--- config.mk ---
export PLATFORM = sky130hd
export DESIGN_NAME = pulse_preset_counter
export DESIGN_NICKNAME = d
export VERILOG_FILES = /design/src/rtl/pcnt_pkg.sv /design/src/rtl/pcnt_step.sv /design/src/rtl/pcnt_status.sv /design/src/rtl/pcnt_pattern.sv /design/src/rtl/pulse_preset_counter.sv
export SDC_FILE = /design/constraint.sdc
export NUM_CORES = 1
export LEC_CHECK = 0
export BUFFER_PORTS_ARGS = -buffer_cell sky130_fd_sc_hd__buf_4
export CAP_MARGIN = 20
export CORE_MARGIN = 1
export CORE_UTILIZATION = 38
export CTS_BUF_LIST = sky130_fd_sc_hd__clkbuf_8
export DETAILED_ROUTE_END_ITERATION = 10
export GPL_TIMING_DRIVEN = 0
export SKIP_LAST_GASP = 1
export SYNTH_ARGS = -nofsm -noshare
export SYNTH_HDL_FRONTEND = slang
export SYNTH_HIERARCHICAL = 1
export SYNTH_SLANG_ARGS = --single-unit
--- constraint.sdc ---
create_clock -name clk -period 5 [get_ports clk]
set_input_delay 0.75 -clock clk [delete_from_list [all_inputs] [get_ports clk]]
set_output_delay 0.75 -clock clk [all_outputs]
set_load 0.01 [all_outputs]
--- src/rtl/pcnt_pkg.sv ---
package pcnt_pkg;
  localparam int SW = 16;

  localparam int B_UP   = 15;
  localparam int B_DN   = 14;
  localparam int B_DONE = 13;
  localparam int B_OVF  = 12;
  localparam int B_UNF  = 11;
  localparam int B_UPD  = 10;
  localparam int B_HI   = 9;
  localparam int B_LO   = 8;
  localparam int B_COVF = 7;
  localparam int B_CUNF = 6;
  localparam int B_CHI  = 5;
  localparam int B_CLO  = 4;
  localparam int B_PEND = 3;
  localparam int B_LOST = 2;
  localparam int B_IE   = 1;

  // writable status bits: 15..10 and 7..1
  localparam logic [SW-1:0] ST_WMASK = 16'hFCFE;
  // bits cleared by reconfiguration: 15, 14, 7..3
  localparam logic [SW-1:0] ST_CFGCLR = 16'hC0F8;
  localparam logic [SW-1:0] ST_RESET = 16'h0002;

  typedef enum logic [1:0] {
    A_STAT = 2'd0,
    A_HIGH = 2'd1,
    A_ACC  = 2'd2,
    A_LOW  = 2'd3
  } reg_addr_e;

  typedef struct packed {
    logic ovf;
    logic unf;
    logic hi;
    logic lo;
  } ev_t;
endpackage

--- src/rtl/pcnt_step.sv ---
module pcnt_step
  import pcnt_pkg::*;
#(
  parameter int DW = 16
) (
  input  logic signed [DW-1:0] acc,
  input  logic signed [DW-1:0] hi_p,
  input  logic signed [DW-1:0] lo_p,
  input  logic                 up,
  input  logic                 dn,
  output logic signed [DW-1:0] acc_nxt,
  output ev_t                  ev,
  output logic                 hi_flag,
  output logic                 lo_flag
);
  localparam logic signed [DW-1:0] MAXV = {1'b0, {(DW-1){1'b1}}};
  localparam logic signed [DW-1:0] MINV = {1'b1, {(DW-1){1'b0}}};

  logic stepping;
  logic now_hi, now_lo;

  assign hi_flag  = (acc >= hi_p);
  assign lo_flag  = (acc <= lo_p);
  assign stepping = up | dn;

  always_comb begin
    acc_nxt = acc;
    ev      = '0;
    if (up) begin
      acc_nxt = acc + DW'(1);
      ev.ovf  = (acc == MAXV);
    end else if (dn) begin
      acc_nxt = acc - DW'(1);
      ev.unf  = (acc == MINV);
    end
    now_hi = (acc_nxt >= hi_p);
    now_lo = (acc_nxt <= lo_p);
    ev.hi  = stepping & now_hi & ~hi_flag;
    ev.lo  = stepping & now_lo & ~lo_flag;
  end
endmodule

--- src/rtl/pcnt_status.sv ---
module pcnt_status
  import pcnt_pkg::*;
(
  input  logic          clk,
  input  logic          rst,
  input  logic          configure,
  input  logic          wr_stat,
  input  logic [SW-1:0] wdata,
  input  logic          ack,
  input  ev_t           ev,
  input  logic          acc_loaded,
  output logic [SW-1:0] st,
  output logic          irq
);
  logic [SW-1:0] st_n;
  logic          pend_eff;
  logic          ev_any;

  assign ev_any = ev.ovf | ev.unf | ev.hi | ev.lo;
  assign irq    = st[B_PEND];

  always_comb begin
    st_n = st;
    if (wr_stat) st_n = wdata & ST_WMASK;
    if (ev.ovf) st_n[B_OVF]  = 1'b1;
    if (ev.unf) st_n[B_UNF]  = 1'b1;
    if (ev.hi)  st_n[B_DONE] = 1'b1;
    pend_eff = st[B_PEND] & ~ack;
    if (ack) st_n[B_PEND] = 1'b0;
    if (ev_any && st[B_IE]) begin
      if (pend_eff) begin
        st_n[B_LOST] = 1'b1;
      end else begin
        st_n[B_COVF] = st_n[B_COVF] | ev.ovf;
        st_n[B_CUNF] = st_n[B_CUNF] | ev.unf;
        st_n[B_CHI]  = st_n[B_CHI]  | ev.hi;
        st_n[B_CLO]  = st_n[B_CLO]  | ev.lo;
        st_n[B_PEND] = 1'b1;
      end
    end
    if (configure) begin
      st_n = (st & ~ST_CFGCLR) | ST_RESET;
    end
    if (acc_loaded) st_n[B_UPD] = 1'b0;
  end

  always_ff @(posedge clk) begin
    if (rst) st <= ST_RESET;
    else     st <= st_n;
  end
endmodule

--- src/rtl/pcnt_pattern.sv ---
module pcnt_pattern #(
  parameter int OW = 16
) (
  input  logic          clk,
  input  logic          rst,
  input  logic          fire,
  input  logic [OW-1:0] src,
  input  logic [OW-1:0] mask,
  output logic [OW-1:0] q
);
  for (genvar i = 0; i < OW; i++) begin : g_bit
    always_ff @(posedge clk) begin
      if (rst)                 q[i] <= 1'b0;
      else if (fire && mask[i]) q[i] <= src[i];
    end
  end
endmodule

--- src/rtl/pulse_preset_counter.sv ---
module pulse_preset_counter
  import pcnt_pkg::*;
#(
  parameter int DW = 16,
  parameter int OW = 16
) (
  input  logic          clk,
  input  logic          rst,
  input  logic          configure,
  input  logic          pulse_in,
  input  logic          count_dir,
  input  logic [1:0]    reg_addr,
  input  logic          reg_wr,
  input  logic [DW-1:0] reg_wdata,
  output logic [DW-1:0] reg_rdata,
  output logic          irq,
  input  logic          irq_ack,
  input  logic [OW-1:0] pat_src,
  input  logic [OW-1:0] pat_mask,
  output logic [OW-1:0] pat_out
);
  localparam logic signed [DW-1:0] HI_RST = {1'b0, {(DW-1){1'b1}}};
  localparam logic signed [DW-1:0] LO_RST = {1'b1, {(DW-1){1'b0}}};

  logic signed [DW-1:0] acc, hi_p, lo_p, acc_nxt;
  logic                 pulse_d;
  logic                 rise, up, dn;
  logic                 hi_flag, lo_flag;
  logic                 acc_loaded, ev_any;
  logic [SW-1:0]        st, st_view;
  ev_t                  ev;

  always_ff @(posedge clk) pulse_d <= pulse_in;

  assign rise = pulse_in & ~pulse_d;
  assign up   = rise &  count_dir & st[B_UP] & ~st[B_UPD];
  assign dn   = rise & ~count_dir & st[B_DN] & ~st[B_UPD];
  assign acc_loaded = reg_wr && (reg_addr == A_ACC) && st[B_UPD];
  assign ev_any = ev.ovf | ev.unf | ev.hi | ev.lo;

  pcnt_step #(.DW(DW)) u_step (
    .acc     (acc),
    .hi_p    (hi_p),
    .lo_p    (lo_p),
    .up      (up),
    .dn      (dn),
    .acc_nxt (acc_nxt),
    .ev      (ev),
    .hi_flag (hi_flag),
    .lo_flag (lo_flag)
  );

  pcnt_status u_status (
    .clk        (clk),
    .rst        (rst),
    .configure  (configure),
    .wr_stat    (reg_wr && (reg_addr == A_STAT)),
    .wdata      (reg_wdata[SW-1:0]),
    .ack        (irq_ack),
    .ev         (ev),
    .acc_loaded (acc_loaded),
    .st         (st),
    .irq        (irq)
  );

  pcnt_pattern #(.OW(OW)) u_pattern (
    .clk  (clk),
    .rst  (rst),
    .fire (ev.hi | ev.lo),
    .src  (pat_src),
    .mask (pat_mask),
    .q    (pat_out)
  );

  always_ff @(posedge clk) begin
    if (rst) begin
      acc  <= '0;
      hi_p <= HI_RST;
      lo_p <= LO_RST;
    end else begin
      if (acc_loaded) acc <= reg_wdata;
      else            acc <= acc_nxt;
      if (reg_wr && reg_addr == A_HIGH) hi_p <= reg_wdata;
      if (reg_wr && reg_addr == A_LOW)  lo_p <= reg_wdata;
    end
  end

  always_comb begin
    st_view       = st;
    st_view[B_HI] = hi_flag;
    st_view[B_LO] = lo_flag;
    st_view[0]    = 1'b0;
  end

  always_ff @(posedge clk) begin
    if (rst) reg_rdata <= '0;
    else begin
      case (reg_addr)
        A_STAT:  reg_rdata <= DW'(st_view);
        A_HIGH:  reg_rdata <= hi_p;
        A_ACC:   reg_rdata <= acc;
        default: reg_rdata <= lo_p;
      endcase
    end
  end
endmodule

==> out/qor.txt <==
R2r setup slk -> 0.30 ns
Critical Path End -> u_pattern/q[4]$_SDFFE_PP0P_
Via-per-instance ratio -> 5.52
Met2 WL -> 8920 µm
Antenna Cells -> 0
Instance count on the critical path -> 20
Core area -> 15900 µm²
Design Power -> 1.45 mW
Routed met3 length -> 1010 µm
Final setup vio count -> 0
Crit path time final -> 4.70 ns
Synth Warn # -> 6
RD Place Congestion -> 0.955
Required time of the critical path -> 5.26 ns
Clock sinks -> 94
Design Area, Final -> 7310 µm²
Setup Skew -> 0.0121 ns
Final Util -> 0.460
Post-Syn Area -> 6200 µm²
CP Class -> register to register
Die area -> 16800 µm²
Max FO, Critical Path -> 10
R2r startpoint -> u_status/st[10]$_SDFFE_PP0P_
Final Hold Fails -> 0
Clk slew on worst S/H paths -> 0.09 ns
Pin count of the biggest net entering global routing -> 15
DRT Wirelength -> 19400 µm
Highest metal used -> met4
Max_cap viols -> 0
Worst Setup SP -> u_status/st[10]$_SDFFE_PP0P_
Initial DRC count -> 444
Status -> finished, final reports clean
Die Ht -> 130 µm
Worst Hold Class -> input pin to register
Max clock buf depth -> 2
Initial core utilization -> 0.390
Mean routed wirelength per cell -> 19.6 µm
CTS tree -> yes
Syn nets -> 796
Power Density -> 198 nW/µm²
Max-slew headroom -> 0.226
CTS H-Tree Depth -> 3
Drc violations -> 0
Critical-path top delay cell -> a2111oi_4
R2r worst-path depth -> 20
Syn avg cell area -> 9.22 µm²
Routed Antenna Nets -> 0
Die W -> 130 µm
# rows -> 46
Crit start category -> register
Area after DPL -> 7130 µm²
Worst Path Buf+Inv -> 3
Clock root buffer -> clkbuf_8
I/O Buffers -> 88
Crit path cell chain -> nor2_1 > and4_1 > buf_2 > nor4_2 > nand2_1 > o32a_4 > a21oi_4 > nand2_2 > xnor2_2 > ha_1 > and4_1 > nand4_1 > inv_1 > o22ai_1 > a21oi_1 > a2111oi_4 > or2_2 > buf_6 > a21bo_1 > a21oi_2
Worst EP arrival -> 4.96 ns
CP endpoint kind -> register
Slowest stage delay, CP -> 0.49 ns
DP Wirelength -> 15600 µm
Area grow syn2layout -> 17.8%
Max Fclk -> 213 MHz
Pre-antenna DRT Iters -> 5
Initial antenna violation count -> 0
Post-Synthesis Cells -> 673
Number of global-route vias before repair -> 5234
Fraction of layout cells with a size suffix above 1 -> 0.194
Max VDD drop -> 0.118 mV
Worst skew pair latency -> 0.37 ns
Static Leak -> 3.40 nW
Final Slew Violations -> 0
CP most frequent cell -> and4_1
Top delay family on crit path -> compound AO/OA/AOI/OAI gates
Net count reported at finish -> 895
First-pass GRT wire length -> 29100 µm
# IOs -> 90
Metal-1 WL -> 9160 µm
Hold path depth -> 1
Vias -> 5467
Grt ovf -> 0
Total CTS buffers -> 9
Slew @ Worst Pin -> 1.15 ns
Worst R2R End -> u_pattern/q[4]$_SDFFE_PP0P_
RSZ-0062 raised after global routing -> false
Period utilization -> 0.939
GRT Total Usage -> 0.230
[how the worst min path moves through the flow]
stage	from	end	slack [ns]
after detailed placement	u_status/st[11]$_SDFFE_PP0P_	u_status/st[11]$_SDFFE_PP0P_	0.47
final	pulse_in	pulse_d$_DFF_P_	0.49
after global routing	pulse_in	pulse_d$_DFF_P_	0.47
after global placement	u_status/st[13]$_SDFFE_PP0P_	u_status/st[13]$_SDFFE_PP0P_	0.47
after CTS	pulse_in	pulse_d$_DFF_P_	0.48
after floorplan	u_status/st[11]$_SDFFE_PP0P_	u_status/st[11]$_SDFFE_PP0P_	0.44
[layout make-up]
cell class / instances / area [µm²]
Buffer: 36 / 244
Clock buffer: 9 / 124
Clock inverter: 5 / 30.0
Fill cell: 1567 / 8580
Inverter: 41 / 154
Multi-Input combinational cell: 502 / 3940
Sequential cell: 94 / 1880
Tap cell: 216 / 270
Timing Repair Buffer: 88 / 661
[what timing repair did]
| item | 4_1_cts | 5_1_grt |
|---|---|---|
| resized for setup | 0 | 2 |
| hold buffers | 0 | 0 |
| buffers inserted | 0 | 0 |
| endpoints found under the setup margin | 0 | 16 |
| endpoints found under the hold margin | 0 | 0 |
[cell usage in the layout, fill, tap and decap left out, types with 3 or more instances in the layout]
master	n
a211oi_1	5
a21bo_1	14
a21o_1	10
a21oi_1	33
a21oi_2	8
a221oi_1	3
a31oi_1	3
buf_2	8
buf_4	94
buf_6	10
clkbuf_1	10
clkbuf_8	9
dfxtp_1	94
ha_1	66
inv_1	42
mux2i_1	88
nand2_1	12
nand2b_1	51
nand3_1	28
nand4_1	16
nor2_1	49
nor2b_1	6
nor3_1	11
nor3b_1	3
nor4_1	4
o211ai_1	3
o21ai_1	4
o21bai_1	3
o22ai_1	19
or2_1	3
xnor2_1	5
xor2_1	9
[flip-flops by register name, summed over array words and instances (netlist names)]
register	flops
acc	16
hi_p	16
lo_p	16
reg_rdata	16
u_pattern/q	16
u_status/st	13
pulse_d	1
[worst register-to-register path, stage by stage, from the launching register on]
cell and delay, ns:
dfxtp_1 0.45, nor2_1 0.09, and4_1 0.19, buf_2 0.20
nor4_2 0.35, nand2_1 0.16, o32a_4 0.27, a21oi_4 0.15
nand2_2 0.09, xnor2_2 0.26, ha_1 0.33, and4_1 0.24
nand4_1 0.16, inv_1 0.06, o22ai_1 0.31, a21oi_1 0.17
a2111oi_4 0.49, or2_2 0.26, buf_6 0.17, a21bo_1 0.14
a21oi_2 0.05
[where the power goes]
part           switching [mW]  internal [mW]
registers              0.0152          0.768
clock network           0.271          0.173
logic                   0.118          0.102
[metal layers]
| metal | GRT usage | vias up |
|---|---|---|
| met5 | 0 | - |
| met4 | 0.0629 | 0 |
| met1 | 0.321 | 2636 |
| li1 | - | 2627 |
| met2 | 0.369 | 172 |
| met3 | 0.0357 | 32 |
[per-stage QoR]
step | setup slack (ns) | TNS (ns) | hold WS, ns | cells
detailed placement | -0.231 | -3.40 | 0.471 | 977
global placement | -0.189 | -2.83 | 0.466 | 977
finish | 0.303 | 0 | 0.491 | 991
CTS | 0.127 | 0 | 0.476 | 991
floorplan | 0.842 | 0 | 0.438 | 673
global route | 0.0621 | 0 | 0.471 | 991
Note: power is estimated with default switching activity, not from simulation.
